**src/rtl/tsa_pkg.sv**
```systemverilog
package tsa_pkg;
  localparam int NUM_CH = 3;
  localparam int STB_W  = 4;
  localparam int CNT_W  = 4;
  localparam int CH_W   = 3;

  // Field order inside a route word (LSB first): last, unit, strobe mask,
  // channel code, length minus one.
  typedef struct packed {
    logic [CNT_W-1:0] cnt_m1;
    logic [CH_W-1:0]  chan;
    logic [STB_W-1:0] stb;
    logic             byte_unit;
    logic             last;
  } route_t;

  localparam int ROUTE_W = $bits(route_t);

  localparam logic [CH_W-1:0] CH0_CODE = 3'b010;
  localparam logic [CH_W-1:0] CH1_CODE = 3'b011;
  localparam logic [CH_W-1:0] CH2_CODE = 3'b101;

  function automatic logic [NUM_CH-1:0] chan_onehot(input logic [CH_W-1:0] code);
    logic [NUM_CH-1:0] oh;
    oh = '0;
    unique case (code)
      CH0_CODE: oh[0] = 1'b1;
      CH1_CODE: oh[1] = 1'b1;
      CH2_CODE: oh[2] = 1'b1;
      default:  oh = '0;
    endcase
    return oh;
  endfunction
endpackage

```
**src/rtl/tsa_rst_sync.sv**
```systemverilog
module tsa_rst_sync (
  input  logic clk,
  input  logic rst_n,
  output logic rst_n_sync
);
  logic [1:0] stage_q;

  always_ff @(posedge clk or negedge rst_n) begin
    if (!rst_n) stage_q <= 2'b00;
    else        stage_q <= {stage_q[0], 1'b1};
  end

  assign rst_n_sync = stage_q[1];
endmodule

```
**src/rtl/tsa_route_table.sv**
```systemverilog
module tsa_route_table #(
  parameter int DEPTH  = 16,
  parameter int WORD_W = 16,
  localparam int AW    = $clog2(DEPTH)
) (
  input  logic              clk,
  input  logic              rst_n,
  input  logic              wr_en,
  input  logic [AW-1:0]     wr_addr,
  input  logic [WORD_W-1:0] wr_data,
  input  logic [AW-1:0]     rd_addr_a,
  output logic [WORD_W-1:0] rd_data_a,
  input  logic [AW-1:0]     rd_addr_b,
  output logic [WORD_W-1:0] rd_data_b
);
  logic [WORD_W-1:0] mem_q [DEPTH];

  always_ff @(posedge clk or negedge rst_n) begin
    if (!rst_n) begin
      for (int i = 0; i < DEPTH; i++) mem_q[i] <= '0;
    end else if (wr_en) begin
      mem_q[wr_addr] <= wr_data;
    end
  end

  assign rd_data_a = mem_q[rd_addr_a];
  assign rd_data_b = mem_q[rd_addr_b];
endmodule

```
**src/rtl/tsa_walker.sv**
```systemverilog
module tsa_walker
  import tsa_pkg::*;
#(
  parameter int AW = 4,
  localparam int POS_W = CNT_W + 3
) (
  input  logic          clk,
  input  logic          rst_n,
  input  logic          en,
  input  logic          sync,
  input  route_t        entry,
  output logic [AW-1:0] rd_idx,
  output logic          live,
  output logic          overrun
);
  logic             active_q, active_d;
  logic [AW-1:0]    idx_q, idx_d;
  logic [POS_W-1:0] pos_q, pos_d;
  logic [POS_W-1:0] cur_pos, len_m1;
  logic             at_end;

  // Current position: a sync overrides the stored walk state.
  always_comb begin
    rd_idx  = sync ? '0 : idx_q;
    cur_pos = sync ? '0 : pos_q;
    live    = en & (sync | active_q);
    overrun = en & sync & active_q;
    len_m1  = entry.byte_unit ? {entry.cnt_m1, 3'b111} : POS_W'(entry.cnt_m1);
    at_end  = (cur_pos == len_m1);
  end

  always_comb begin
    active_d = active_q;
    idx_d    = idx_q;
    pos_d    = pos_q;
    if (!en) begin
      active_d = 1'b0;
      idx_d    = '0;
      pos_d    = '0;
    end else if (live) begin
      if (at_end) begin
        active_d = ~entry.last;
        idx_d    = rd_idx + 1'b1;
        pos_d    = '0;
      end else begin
        active_d = 1'b1;
        idx_d    = rd_idx;
        pos_d    = cur_pos + 1'b1;
      end
    end
  end

  always_ff @(posedge clk or negedge rst_n) begin
    if (!rst_n) begin
      active_q <= 1'b0;
      idx_q    <= '0;
      pos_q    <= '0;
    end else begin
      active_q <= active_d;
      idx_q    <= idx_d;
      pos_q    <= pos_d;
    end
  end
endmodule

```
**src/rtl/tdm_slot_router.sv**
```systemverilog
module tdm_slot_router
  import tsa_pkg::*;
#(
  parameter int DEPTH  = 16,
  parameter int WORD_W = 16
) (
  input  logic                     clk,
  input  logic                     rst_n,
  input  logic                     en,
  input  logic                     common_mode,
  input  logic                     sync,
  input  logic                     tx_sync,
  input  logic                     rxd,
  input  logic [NUM_CH-1:0]        tx_din,
  input  logic                     wr_en,
  input  logic [$clog2(DEPTH)-1:0] wr_addr,
  input  logic [WORD_W-1:0]        wr_data,
  output logic                     rx_data,
  output logic [NUM_CH-1:0]        rx_valid,
  output logic                     tx_bit,
  output logic [NUM_CH-1:0]        tx_take,
  output logic [STB_W-1:0]         strobe,
  output logic                     sync_error
);
  localparam int AW = $clog2(DEPTH);

  logic              rst_n_i;
  logic [AW-1:0]     rx_idx, tx_idx, rx_addr, tx_addr;
  logic [WORD_W-1:0] rx_word, tx_word;
  route_t            rx_entry, tx_entry;
  logic              rx_live, tx_live, rx_over, tx_over, tx_sync_sel;

  logic              rx_data_d, tx_bit_d, err_d;
  logic [NUM_CH-1:0] rx_valid_d, tx_take_d;
  logic [STB_W-1:0]  strobe_d;

  tsa_rst_sync u_rst (.clk(clk), .rst_n(rst_n), .rst_n_sync(rst_n_i));

  tsa_route_table #(.DEPTH(DEPTH), .WORD_W(WORD_W)) u_table (
    .clk(clk), .rst_n(rst_n_i),
    .wr_en(wr_en & ~en), .wr_addr(wr_addr), .wr_data(wr_data),
    .rd_addr_a(rx_addr), .rd_data_a(rx_word),
    .rd_addr_b(tx_addr), .rd_data_b(tx_word)
  );

  // Split mode: receive in the lower half, transmit in the upper half.
  always_comb begin
    if (common_mode) begin
      rx_addr     = rx_idx;
      tx_addr     = tx_idx;
      tx_sync_sel = sync;
    end else begin
      rx_addr     = {1'b0, rx_idx[AW-2:0]};
      tx_addr     = {1'b1, tx_idx[AW-2:0]};
      tx_sync_sel = tx_sync;
    end
    rx_entry = route_t'(rx_word[ROUTE_W-1:0]);
    tx_entry = route_t'(tx_word[ROUTE_W-1:0]);
  end

  tsa_walker #(.AW(AW)) u_rx_walk (
    .clk(clk), .rst_n(rst_n_i), .en(en), .sync(sync), .entry(rx_entry),
    .rd_idx(rx_idx), .live(rx_live), .overrun(rx_over)
  );

  tsa_walker #(.AW(AW)) u_tx_walk (
    .clk(clk), .rst_n(rst_n_i), .en(en), .sync(tx_sync_sel), .entry(tx_entry),
    .rd_idx(tx_idx), .live(tx_live), .overrun(tx_over)
  );

  always_comb begin
    rx_data_d  = rxd;
    rx_valid_d = rx_live ? chan_onehot(rx_entry.chan) : '0;
    strobe_d   = rx_live ? rx_entry.stb : '0;
    tx_take_d  = tx_live ? chan_onehot(tx_entry.chan) : '0;
    tx_bit_d   = (|tx_take_d) ? |(tx_din & tx_take_d) : 1'b1;
    err_d      = sync_error | rx_over | tx_over;
  end

  always_ff @(posedge clk or negedge rst_n_i) begin
    if (!rst_n_i) begin
      rx_data    <= 1'b0;
      rx_valid   <= '0;
      strobe     <= '0;
      tx_take    <= '0;
      tx_bit     <= 1'b1;
      sync_error <= 1'b0;
    end else begin
      rx_data    <= rx_data_d;
      rx_valid   <= rx_valid_d;
      strobe     <= strobe_d;
      tx_take    <= tx_take_d;
      tx_bit     <= tx_bit_d;
      sync_error <= err_d;
    end
  end
endmodule

```
**config.mk**
```make
export PLATFORM = sky130hd
export DESIGN_NAME = tdm_slot_router
export DESIGN_NICKNAME = d
export VERILOG_FILES = /design/src/rtl/tsa_pkg.sv /design/src/rtl/tsa_rst_sync.sv /design/src/rtl/tsa_route_table.sv /design/src/rtl/tsa_walker.sv /design/src/rtl/tdm_slot_router.sv
export SDC_FILE = /design/constraint.sdc
export NUM_CORES = 1
export LEC_CHECK = 0
export ABC_CLOCK_PERIOD_IN_PS = 11500
export BUFFER_PORTS_ARGS = -buffer_cell sky130_fd_sc_hd__buf_2
export CAP_MARGIN = 20
export CORE_MARGIN = 2
export CORE_UTILIZATION = 55
export DETAILED_ROUTE_END_ITERATION = 10
export PLACE_DENSITY_LB_ADDON = 0.15
export SLEW_MARGIN = 20
export SYNTH_ARGS = -nofsm -noshare
export SYNTH_HDL_FRONTEND = slang
export SYNTH_SLANG_ARGS = --single-unit
```
**constraint.sdc**
```tcl
create_clock -name clk -period 11.5 [get_ports clk]
set_input_delay 2.3 -clock clk [delete_from_list [all_inputs] [get_ports clk]]
set_output_delay 2.3 -clock clk [all_outputs]
set_load 0.1 [all_outputs]
```
; ---- After elaboration in Yosys (flattened, before gate mapping)
; Cells that the tools add are included.
[op_classes]
n_mux = 46
n_addsub = 4
n_eq_ne = 10
bitwise_logic = 18
reduce_logical = 3
n_lt_le_gt_ge = 4
[op_table]
columns = op, count
row1 = 256-bit bitwise mux, 1
row2 = 16-bit binary-select mux with 4-bit select, 2
row3 = 7-bit two-way mux, 10
row4 = 16-bit demux with 4-bit select, 1
row5 = 13-bit two-way mux, 4
row6 = 4-bit two-way mux, 11
row7 = 16-bit two-way mux, 1
row8 = "5-bit >= comparator, second input constant", 3
row9 = 4-bit inverter with 5-bit output, 3
row10 = "7-bit by 1-bit adder with 7-bit output, second input constant", 2
row11 = 7-bit equality test, 2
row12 = 1-bit two-way mux, 14
row13 = "3-bit by 2-bit equality test with 1-bit output, second input constant", 4
row14 = "4-bit by 1-bit adder with 4-bit output, second input constant", 2
row15 = 1-bit AND, 7
row16 = "3-bit equality test, second input constant", 2
row17 = 3-bit two-way mux, 2
row18 = 3-bit OR reduction, 2
row19 = "5-bit by 1-bit < comparator with 1-bit output, second input constant", 1
row20 = "2-bit by 1-bit inequality test with 1-bit output, second input constant", 2
row21 = 1-bit OR, 4
row22 = 3-bit AND, 1
row23 = 1-bit inverter, 3
row24 = 1-bit logical AND, 1
[word_totals]
ff_bits = 295
out_inout_bits = 13
elab_cells = 114

; ---- Depth between registers and ports, before layout
; Gate-level depths: netlist (run 1).
[depth]
depth_word = 13
mapped_depth = 15
mapped_depth_nobuf = 10

; ---- Cells and area by module
; A second synthesis (run 1) with hierarchy kept.
[unflattened]
cells_unflattened = 1131
area_unflattened_um2 = 16219.3
[modules_own_cells]
columns = module, n_inst, area_each_um2, cells_each, seq_area_each_um2
row1 = tsa_route_table, 1, 13470.4, 849, 6406.1
row2 = tsa_walker, 2, 1112.3, 122, 300.3
row3 = tdm_slot_router, 1, 470.5, 35, 326.6
row4 = tsa_rst_sync, 1, 53.8, 3, 50.0

; ---- Worst setup path after synthesis (run 1)
; Ideal clock, no wire load.
[synth_path]
path_type = input -> register
from = input port sync
to = register u_rx_walk.active_q
stages = 14
path_slack_ns = 6.548
n_path_buf = 4
t_arrival_ns = 4.817
t_required_ns = 11.365
path_cell_list = buf_4 and3b_1 buf_2 mux4_2 and2_1 o32ai_1 mux2_2 o21ai_0 o21ai_0 or3_1 clkbuf_2 buf_6 a211oi_1 nor2_1
[synth_between]
elab_chain_len = 11
word_cells_on_any_way = 16
[synth_rtl]
columns = element, line
row1 = "start, declared", tdm_slot_router.sv:11  ; input logic sync,
row2 = 4-bit two-way mux, tsa_walker.sv:24  ; rd_idx = sync ? '0 : idx_q;
row3 = 4-bit two-way mux, tdm_slot_router.sv:48  ; if (common_mode) begin
row4 = 4-bit inverter with 5-bit output (not written as such), tsa_route_table.sv:26  ; assign rd_data_a = mem_q[rd_addr_a];
row5 = 16-bit binary-select mux with 4-bit select, tsa_route_table.sv:26
row6 = 13-bit two-way mux (not written as such) (2 in a row), tsa_route_table.sv:26
row7 = 7-bit two-way mux, tsa_walker.sv:28  ; len_m1 = entry.byte_unit ? {entry.cnt_m1, 3'b111} : POS_W'(entry.cnt_m1);
row8 = 7-bit equality test, tsa_walker.sv:29  ; at_end = (cur_pos == len_m1);
row9 = 1-bit two-way mux, tsa_walker.sv:41  ; if (at_end) begin
row10 = 1-bit two-way mux, tsa_walker.sv:40  ; end else if (live) begin
row11 = 1-bit two-way mux, tsa_walker.sv:36  ; if (!en) begin
row12 = "end signal, assigned", tsa_walker.sv:59  ; active_q <= active_d;
row13 = "end, declared", tsa_walker.sv:16  ; logic active_q, active_d;
; Several ways; a longest one is shown, not always the timed one. The select of a mux whose other input is x is not followed.
; A chain may end at the register's enable or synchronous reset.

; ---- Worst setup path in the final report (run 1)
[layout_path]
from = input port sync
to = register u_rx_walk.pos_q[6]
[layout_between]
elab_chain_len = 11
word_cells_on_any_way = 16
[layout_rtl]
columns = element, line
row1 = 4-bit two-way mux, tsa_walker.sv:24
row2 = 4-bit two-way mux, tdm_slot_router.sv:48
row3 = 4-bit inverter with 5-bit output (not written as such), tsa_route_table.sv:26
row4 = 16-bit binary-select mux with 4-bit select, tsa_route_table.sv:26
row5 = 13-bit two-way mux (not written as such) (2 in a row), tsa_route_table.sv:26
row6 = 7-bit two-way mux, tsa_walker.sv:28
row7 = 7-bit equality test, tsa_walker.sv:29
row8 = 7-bit two-way mux, tsa_walker.sv:41
row9 = 7-bit two-way mux, tsa_walker.sv:40
row10 = 7-bit two-way mux, tsa_walker.sv:36
row11 = "end signal, assigned", tsa_walker.sv:61  ; pos_q <= pos_d;
row12 = "end, declared", tsa_walker.sv:18  ; logic [POS_W-1:0] pos_q, pos_d;
; Several ways; a longest one is shown, not always the timed one. The select of a mux whose other input is x is not followed.

==> run_results.csv, run 1 <==
group,metric,value,unit
synth,syn_nets,1280,
critical_path,r2r_start,"u_rx_walk.idx_q[0]",
finish,antenna_cells,0,
synth,synthFlopType,"dfrtp_1",
global_routing,antenna_found_initial,2,
floorplanning,start_util,0.559,
worst_hold_path,min-delay-start,"u_rst.stage_q[0]",
critical_path,crit_type,"primary input to flop",
cts,cts_buffers,27,
timing,rsz0062_at_grt,"no",
critical_path,start_kind,"primary input",
cts,root_buffer,"clkbuf_16",
timing,fmax,171,MHz
synth,synthMuxAreaShare,0.248,
synth,synth_compound_area_frac,0.135,
power_and_ir_drop,p_leak,6.30,nW
global_routing,grt_pass1_wl,60400,um
routing,ant_nets,0,
routing,wl_per_cell,24.1,um
synth,synthAdderAreaFrac,0.00368,
power_and_ir_drop,swShare,0.288,
synth,synth-edff-count,0,
synth,synthSimpleGateAreaFrac,0.112,
critical_path,required,11.96,ns
synth,synth-xor-area-share,0.00774,
synth,ys_ff_latch,247,
floorplanning,ioPinCount,44,
power_and_ir_drop,p_int,1.74,mW
global_routing,grt_max_degree,79,
placed_design,dp_hpwl,22900,um
worst_hold_path,min_path_type,"flop to flop",
worst_hold_path,hold_end,"u_rst.stage_q[1]",
timing,finalHoldViolations,0,
floorplanning,num_rows,57,
finish,final-seq-area,6190,um2
cts,cts_setup_buffers,0,
critical_path,worstPathArrival,6.29,ns
cts,clkTransAtPathRegs,0.05,ns
power_and_ir_drop,power_frac_seq,0.459,
synth,synth_top_family_by_area,"multiplexers",
timing,clock-skew-final,0.0143,ns
timing,final.min_clock_period,5.84,ns
synth,synth_top_area_share,0.453,
power_and_ir_drop,power,2.45,mW
cts,cts_resized,0,
finish,nets,1270,
routing,route.detailed.drc,0,
global_routing,grt_pass1_vias,10400,
power_and_ir_drop,power_density,166,nW/um2
cts,cts.sinks,247,
timing,setup_tns,0,ns
power_and_ir_drop,pwr-share-clk,0.343,
cts,cts_buffer_depth,3,
synth,async_reset_ff_frac,1.00,
finish,drive_above_1_share,0.292,
worst_hold_path,worstHoldPathCells,0,
finish,fillers,2019,
power_and_ir_drop,switchingPower,0.707,mW
synth,ys_top_cells_by_count,"246 x dfrtp_1, 222 x mux2_2, 106 x nand2_1",
status,status,"completed",
critical_path,ff2ff_path_depth,11,
routing,vias,10500,
flow_run,maxCapViolCount,0,
synth,synth_cell_types,77,
finish,syn2layout_area_growth,8.97,%
floorplanning,core-area,24300,um2
power_and_ir_drop,ir_drop,0.000127,V
timing,max_slew_margin,0.215,
routing,drtPass1Iterations,6,
synth,synthTopCellsByArea,"dfrtp_1 45%, mux2_2 18%, mux4_2 3.2%",
synth,yosysMostFrequentCell,"dfrtp_1",
synth,synth.largest_area_cell,"dfrtp_1",
global_routing,track_usage,0.300,
timing,slew_violations,0,
timing,fin_crit_sh,0.508,
floorplanning,die_w,161,um
cts,htreeDepth,1,
power_and_ir_drop,comb_power_share,0.197,
synth,avgSynthCellArea,10.9,um2
routing,drt-initial-drc-count,1076,
finish,finish.utilization,0.609,
cts,insertion_delay,0.55,ns
routing,vias_per_cell,6.66,
timing,tightest_slew,1.17,ns
placed_design,routabilityCongestion,0.870,
floorplanning,die_area,26000,um2
cts,hold_buffers,0,
global_routing,grt_remaining_overflow,0,
placed_design,numPortBuffers,40,
floorplanning,dieHeight,161,um
critical_path,rrSetupSlack,7.19,ns
synth,yosys_warnings,0,
timing,setup_violations,0,
cts,cts_tree,"yes",
critical_path,crit_fanout,45,
critical_path,cp-end-kind,"flop",
finish,multi_input_area,6910,um2
critical_path,r2r_end,"u_rx_walk.active_q",
synth,yosysSeqAreaShare,0.455,
synth,syn_area,13600,um2
synth,synth_cells,1245,
routing,wl,38100,um
[worst max path at each step]
| stage | startpoint | endpoint | slack (ns) | cells past startpoint |
|---|---|---|---|---|
| global placement | sync | u_rx_walk.pos_q[6] | 5.16 | 12 |
| detailed placement | sync | u_rx_walk.pos_q[6] | 5.15 | 12 |
| global route | sync | u_rx_walk.pos_q[6] | 5.36 | 12 |
| floorplan | u_rst.stage_q[1] | rx_data | 4.11 | 0 |
| finish | sync | u_rx_walk.pos_q[6] | 5.66 | 12 |
| CTS | sync | u_rx_walk.pos_q[6] | 5.70 | 12 |
[per-stage QoR]
step,setup WS (ns),instance area (um2),instances,hold WS (ns)
floorplan,4.11,13600,1245,0.331
CTS,5.70,14800,1578,0.354
detailed placement,5.15,13900,1530,0.340
global route,5.36,14800,1578,0.378
finish,5.66,14800,1578,0.349
global placement,5.16,13900,1530,0.337
[routing by layer]
metal / GRT usage / up-vias / wire [um]
met5: 0 / - / 20
met4: 0.102 / 4 / 1370
met3: 0.0506 / 98 / 2680
met2: 0.461 / 419 / 16900
met1: 0.437 / 5362 / 17100
li1: - / 4624 / -
[cells by family (layout without fill, tap and decap cells)]
kind of cell             after synthesis  count (layout)
XOR/XNOR                              12              12
AND/OR/NAND/NOR                      315             315
other                                  1               1
adder cells (fa/ha/maj)                4               4
buffers and inverters                122             131
flip-flops                           247             247
AO/OA/AOI/OAI                        260             260
multiplexers                         284             284
[worst max-delay path, cell delays in order]
cell      delay (ns)
buf_2           0.07
buf_4           0.44
nand3b_1        0.67
buf_4           0.39
nor3_1          0.08
o41ai_1         0.70
mux2_2          0.34
nor2_1          0.06
a221oi_1        0.25
or3_1           0.52
o311ai_0        0.24
a31oi_1         0.20
[cells in the final DEF, fill, tap and decap left out, types with 5 or more instances in the layout]
cell,count
a211oi_1,27
a21oi_1,53
a221o_1,5
a221oi_1,21
a311oi_1,8
a31oi_1,18
and3_1,11
buf_2,40
buf_4,24
clkbuf_1,9
clkbuf_16,27
clkbuf_8,5
dfrtp_1,243
inv_1,16
mux2_2,222
mux2i_1,42
mux4_2,19
nand2_1,105
nand2b_1,12
nand3_1,28
nand4_1,8
nor2_1,72
nor2b_1,13
nor3_1,19
nor4_1,9
nor4b_1,5
o211ai_1,13
o21ai_0,40
o221ai_1,6
o22ai_1,9
o32ai_1,9
or3_1,5
xnor2_1,9
[state kept, by name (all words and copies together), names as in the netlist]
name / cells
rx_data: 1
rx_valid: 3
strobe: 4
sync_error: 1
tx_bit: 1
tx_take: 3
u_rst.stage_q: 2
u_rx_walk.active_q: 1
u_rx_walk.idx_q: 4
u_rx_walk.pos_q: 7
u_table.mem_q: 208
u_tx_walk.active_q: 1
u_tx_walk.idx_q: 4
u_tx_walk.pos_q: 7
[power by group through the flow]
stage	registers [mW]	clock network, mW	logic, mW
after CTS	1.12	0.854	0.482
after global routing	1.14	0.890	0.533
final	1.13	0.841	0.484
after detailed placement	1.14	0	0.481
after floorplan	1.14	0	0.365
after global placement	1.13	0	0.469
[area by class of cell]
type,count,area share
multi-input cells,876,0.467
flip-flops and latches,247,0.418
clock buffers,41,0.0526
well taps,324,0.0274
repair buffers,64,0.0257
inverters,19,0.00482
clock inverters,7,0.00456
Note: power is estimated with default switching activity, not from simulation.
==> inputs of run 2 (changes only) <==
--- a/config.mk
+++ b/config.mk
@@ -5,7 +5,7 @@
 export SDC_FILE = /design/constraint.sdc
 export NUM_CORES = 1
 export LEC_CHECK = 0
-export ABC_CLOCK_PERIOD_IN_PS = 11500
+export ABC_CLOCK_PERIOD_IN_PS = 5900
 export BUFFER_PORTS_ARGS = -buffer_cell sky130_fd_sc_hd__buf_2
 export CAP_MARGIN = 20
 export CORE_MARGIN = 2
==> constraint.sdc (replaced) <==
create_clock -name clk -period 5.9 [get_ports clk]
set_input_delay 1.18 -clock clk [delete_from_list [all_inputs] [get_ports clk]]
set_output_delay 1.18 -clock clk [all_outputs]
set_load 0.1 [all_outputs]
==> run 2 against run 1 <==
Net effect: critical endpoint is now u_tx_walk.pos_q[4]; hold slack improved by 0.011 ns; largest cell class unchanged; clock power increased by 120%; sequential power rose by 96%.
==> run_results.csv, run 2 (synthesis gave the netlist of run 1 again) <==
group,metric,value,unit
status,status,"completed",
global_routing,grt_pass1_vias,10000,
placed_design,dp_hpwl,23600,um
finish,syn2layout_area_growth,10.8,%
global_routing,antenna_found_initial,1,
critical_path,max_stage_delay,1.00,ns
global_routing,grt_pass1_wl,59100,um
critical_path,worstSetupStartpoint,"u_tx_walk.idx_q[0]",
finish,largest_reg_flops,208,
routing,drtPass1Iterations,5,
cts,insertion_delay,0.55,ns
critical_path,r2r_start,"u_tx_walk.idx_q[0]",
critical_path,crit_type,"flop to flop",
worst_hold_path,worstHoldPathCells,0,
timing,setup_tns,0,ns
global_routing,grt_max_degree,136,
finish,fillers,1975,
finish,final_area,15100,um2
finish,regMostFlops,"u_table.mem_q",
critical_path,cp-end-kind,"flop",
worst_hold_path,min_path_type,"flop to flop",
cts,cts.sinks,247,
timing,slew_violations,0,
critical_path,start_kind,"flop",
cts,clkTransAtPathRegs,0.06,ns
routing,vias_per_cell,6.50,
cts,root_buffer,"clkbuf_16",
cts,htreeDepth,1,
finish,final_common_cell,"dfrtp_1",
critical_path,worstPathArrival,4.84,ns
critical_path,crit_fanout,38,
finish,final_cell_mix,"243 x dfrtp_1, 222 x mux2_2, 106 x nand2_1",
timing,clock-skew-final,0.00899,ns
finish,finish.utilization,0.619,
power_and_ir_drop,ir_drop,0.000270,V
floorplanning,die_w,161,um
timing,setup_violations,0,
global_routing,grt_remaining_overflow,0,
global_routing,track_usage,0.296,
timing,max_slew_margin,0.228,
routing,wl,38300,um
placed_design,routabilityCongestion,0.892,
critical_path,required,6.34,ns
power_and_ir_drop,power_density,332,nW/um2
timing,fmax,227,MHz
cts,cts_buffers,29,
placed_design,placed_cell_area,14000,um2
floorplanning,ioPinCount,44,
power_and_ir_drop,p_leak,6.42,nW
floorplanning,start_util,0.559,
floorplanning,dieHeight,161,um
critical_path,ff2ff_path_depth,11,
routing,drt-initial-drc-count,1011,
floorplanning,core-area,24300,um2
routing,route.detailed.drc,0,
timing,final.min_clock_period,4.40,ns
cts,cts_tree,"yes",
cts,cts_setup_buffers,0,
critical_path,cp-endpoint,"u_tx_walk.pos_q[4]",
floorplanning,die_area,26000,um2
floorplanning,num_rows,57,
routing,wl_per_cell,24.1,um
critical_path,r2r_end,"u_tx_walk.pos_q[4]",
timing,finalHoldViolations,0,
routing,ant_nets,0,
critical_path,cp_cell_sequence,"buf_4 -> mux2i_1 -> o22ai_1 -> o2111ai_1 -> o21ai_0 -> a41oi_1 -> xnor2_1 -> nand4_1 -> a211oi_4 -> o311ai_0 -> o211a_1",
placed_design,numPortBuffers,40,
cts,cts_resized,0,
finish,final_cells,1593,
flow_run,maxCapViolCount,0,
cts,hold_buffers,0,
timing,fin_crit_sh,0.746,
finish,drive_above_1_share,0.301,
critical_path,critPathSlowestCell,"dfrtp_2",
finish,nets,1280,
timing,tightest_slew,1.16,ns
finish,reg_top3,"u_table.mem_q x208, u_rx_walk.pos_q x7, u_tx_walk.pos_q x7",
timing,rsz0062_at_grt,"no",
routing,vias,10400,
critical_path,rrSetupSlack,1.50,ns
cts,cts_buffer_depth,3,
placed_design,placed_cells,1537,
timing,whs,0.361,ns
==> run 2: report_power, final <==
group	switching (mW)	internal, mW	total (mW)
sequential	0.226	1.99	2.21
clock	0.718	1.14	1.85
combinational	0.466	0.465	0.931
total	1.41	3.59	5.00
==> run 2: worst max-delay path, delay by kind of cell (launching register included) <==
kind,cells,cell delay (ns)
AO/OA/AOI/OAI,7,2.13
flip-flops,1,1.00
buffers and inverters,1,0.49
multiplexers,1,0.24
AND/OR/NAND/NOR,1,0.20
XOR/XNOR,1,0.19
==> run 2: final cells by class <==
| class | instances | area [um2] | area share |
|---|---|---|---|
| clock inverters | 11 | 145 | 0.00964 |
| flip-flops and latches | 247 | 6190 | 0.411 |
| clock buffers | 43 | 858 | 0.0570 |
| inverters | 19 | 71.3 | 0.00474 |
| well taps | 324 | 405 | 0.0269 |
| repair buffers | 72 | 473 | 0.0314 |
| multi-input cells | 876 | 6910 | 0.459 |
| diodes | 1 | 2.50 | 0.000166 |
==> run 2: worst min path at each step <==
stage	startpoint	to	slack, ns
finish	u_rst.stage_q[0]	u_rst.stage_q[1]	0.36
CTS	u_rst.stage_q[0]	u_rst.stage_q[1]	0.37
global placement	u_rst.stage_q[0]	u_rst.stage_q[1]	0.34
floorplan	u_rst.stage_q[0]	u_rst.stage_q[1]	0.33
global route	u_rst.stage_q[0]	u_rst.stage_q[1]	0.38
detailed placement	u_rst.stage_q[0]	u_rst.stage_q[1]	0.35
==> run 2: metal layers <==
layer | wire length, um | GRT usage | vias up
li1 | - | - | 4636
met1 | 17400 | 0.438 | 5273
met2 | 17200 | 0.454 | 377
met3 | 2710 | 0.0447 | 71
met4 | 1020 | 0.0909 | 0
met5 | 0 | 0 | -
==> run 2: per-stage QoR <==
step / power (mW) / worst slack, ns
floorplan: 2.93 / 1.85
global placement: 3.12 / 1.07
detailed placement: 3.16 / 1.02
CTS: 5.01 / 1.57
global route: 5.22 / 1.28
finish: 5.00 / 1.50
==> inputs of run 3 (changes only) <==
--- a/config.mk
+++ b/config.mk
@@ -5,7 +5,7 @@
 export SDC_FILE = /design/constraint.sdc
 export NUM_CORES = 1
 export LEC_CHECK = 0
-export ABC_CLOCK_PERIOD_IN_PS = 5900
+export ABC_CLOCK_PERIOD_IN_PS = 3660
 export BUFFER_PORTS_ARGS = -buffer_cell sky130_fd_sc_hd__buf_2
 export CAP_MARGIN = 20
 export CORE_MARGIN = 2
==> constraint.sdc (replaced) <==
create_clock -name clk -period 3.66 [get_ports clk]
set_input_delay 0.732 -clock clk [delete_from_list [all_inputs] [get_ports clk]]
set_output_delay 0.732 -clock clk [all_outputs]
set_load 0.1 [all_outputs]
==> run 3 against run 2 <==
Net effect: count of clock-buffer cells in the layout shrank 4; worst setup slack lost 1.3 ns; sequential power grew 62%; final area grew 3.7%; hold slack lost 0.072 ns; via count grew 3.7%; sequential share of layout area shrank 1.5 points; critical endpoint is now u_tx_walk.pos_q[6]; highest routed layer unchanged.
==> run_results.csv, run 3 (synthesis gave the netlist of run 1 again) <==
group,metric,value,unit
timing,slew_violations,0,
routing,route.detailed.drc,0,
global_routing,grt_max_degree,61,
floorplanning,die_w,161,um
critical_path,max_stage_delay,0.62,ns
finish,nets,1351,
critical_path,crit_type,"flop to flop",
timing,clock-skew-final,0.0181,ns
timing,max_slew_margin,0.291,
global_routing,grt_pass1_wl,62100,um
finish,drive_above_1_share,0.339,
placed_design,dp_slack,-0.158,ns
routing,drt-initial-drc-count,1169,
floorplanning,core-area,24300,um2
timing,finalHoldViolations,0,
global_routing,grt_pass1_vias,10600,
floorplanning,num_rows,57,
cts,root_buffer,"clkbuf_16",
critical_path,rrSetupSlack,0.19,ns
global_routing,track_usage,0.311,
power_and_ir_drop,ir_drop,0.000422,V
worst_hold_path,min_path_type,"primary input to flop",
cts,insertion_delay,0.56,ns
finish,finish.utilization,0.642,
critical_path,critPathSlowestCell,"dfrtp_2",
cts,htreeDepth,1,
finish,syn2layout_area_growth,14.9,%
finish,final_cell_mix,"242 x dfrtp_1, 222 x mux2_2, 106 x nand2_1",
power_and_ir_drop,p_leak,6.77,nW
floorplanning,dieHeight,161,um
cts,cts_buffer_depth,3,
routing,vias,10700,
timing,rsz0062_at_grt,"no",
timing,tightest_slew,1.06,ns
timing,final.min_clock_period,3.47,ns
critical_path,cp-end-kind,"flop",
finish,reg_top3,"u_table.mem_q x208, u_rx_walk.pos_q x7, u_tx_walk.pos_q x7",
floorplanning,start_util,0.559,
placed_design,routabilityCongestion,0.904,
power_and_ir_drop,power_density,522,nW/um2
cts,cts_setup_buffers,0,
timing,layout_setup_ws,0.186,ns
flow_run,maxCapViolCount,0,
critical_path,required,4.09,ns
critical_path,crit_fanout,12,
routing,ant_nets,0,
critical_path,start_kind,"flop",
routing,wl,39700,um
cts,clkTransAtPathRegs,0.06,ns
routing,wl_per_cell,23.9,um
cts,cts_tree,"yes",
finish,largest_reg_flops,208,
timing,fmax,288,MHz
timing,setup_violations,0,
timing,fin_crit_sh,0.949,
floorplanning,ioPinCount,44,
cts,cts.sinks,247,
global_routing,antenna_found_initial,2,
floorplanning,die_area,26000,um2
finish,regMostFlops,"u_table.mem_q",
global_routing,grt_remaining_overflow,0,
placed_design,numPortBuffers,40,
cts,cts_buffers,28,
status,status,"completed",
critical_path,cp_cell_sequence,"buf_4 -> mux2_2 -> a211oi_1 -> nor4_1 -> nor3_4 -> xnor2_1 -> a2bb2oi_1 -> o31a_1 -> a211oi_4 -> buf_4 -> a21oi_1 -> a41o_1",
routing,vias_per_cell,6.46,
finish,final_common_cell,"dfrtp_1",
routing,drtPass1Iterations,5,
critical_path,worstPathArrival,3.91,ns
critical_path,worst_path_most_repeated_cell,"buf_4",
placed_design,dp_hpwl,26100,um
run 3: cell count changes in the layout (fill, tap and decap cells not counted), moves of 2 or more:
cell and change:
clkinv_2 +2, buf_12 +5, buf_4 +66, clkbuf_1 -2
run 3: worst paths after layout:
kind / startpoint / endpoint / depth (start not counted)
min reg2reg: u_rst.stage_q[0] / u_rst.stage_q[1] / 0
min: rxd / rx_data / 1
min in group asynchronous: u_rst.stage_q[1] / rx_data / 0
max in group asynchronous: u_rst.stage_q[1] / u_table.mem_q[54] / 1
max: u_tx_walk.idx_q[0] / u_tx_walk.pos_q[6] / 12
max reg2reg: u_tx_walk.idx_q[0] / u_tx_walk.pos_q[6] / 12
run 3: cell type report:
type,count,area [um2]
clock inverters,13,161
diodes,1,2.50
inverters,19,71.3
flip-flops and latches,247,6190
fillers,1949,8710
multi-input cells,876,6900
repair buffers,144,1060
clock buffers,39,812
well taps,324,405
run 3: what timing repair did:
action,4_1_cts,5_1_grt
setup endpoints to repair,0,15
hold buffers,1,0
resized for setup,0,2
hold endpoints to repair,2,0
run 3: worst max-delay path: cells and delay by family, from the launching register on:
kind,cells,cell delay [ns]
compound gates,6,1.30
flops,1,0.62
buf+inv,2,0.50
simple gates,2,0.46
mux,1,0.36
xor+xnor,1,0.11
run 3: per-layer routing:
metal / up-vias / wire length [um] / GRT usage
li1: 4782 / - / -
met3: 85 / 3170 / 0.0586
met4: 0 / 1210 / 0.0982
met1: 5410 / 17300 / 0.450
met5: - / 0 / 0
met2: 463 / 18000 / 0.479
run 3: stage by stage:
step / instance area, um2 / std cells / hold WS [ns] / setup TNS [ns] / power (mW)
2_1_floorplan: 13600 / 1245 / 0.331 / 0 / 4.71
6_report: 15600 / 1663 / 0.288 / 0 / 8.15
4_1_cts: 15600 / 1662 / 0.274 / 0 / 8.16
3_5_place_dp: 14600 / 1609 / 0.341 / -1.72 / 5.22
5_1_grt: 15600 / 1662 / 0.279 / 0 / 8.50
3_3_place_gp: 14600 / 1609 / 0.335 / -0.512 / 5.15
run 3: power by group:
group	total (mW)	switching, mW	internal (mW)
clock	2.94	1.18	1.76
combinational	1.63	0.794	0.833
sequential	3.58	0.376	3.20
total	8.15	2.35	5.80
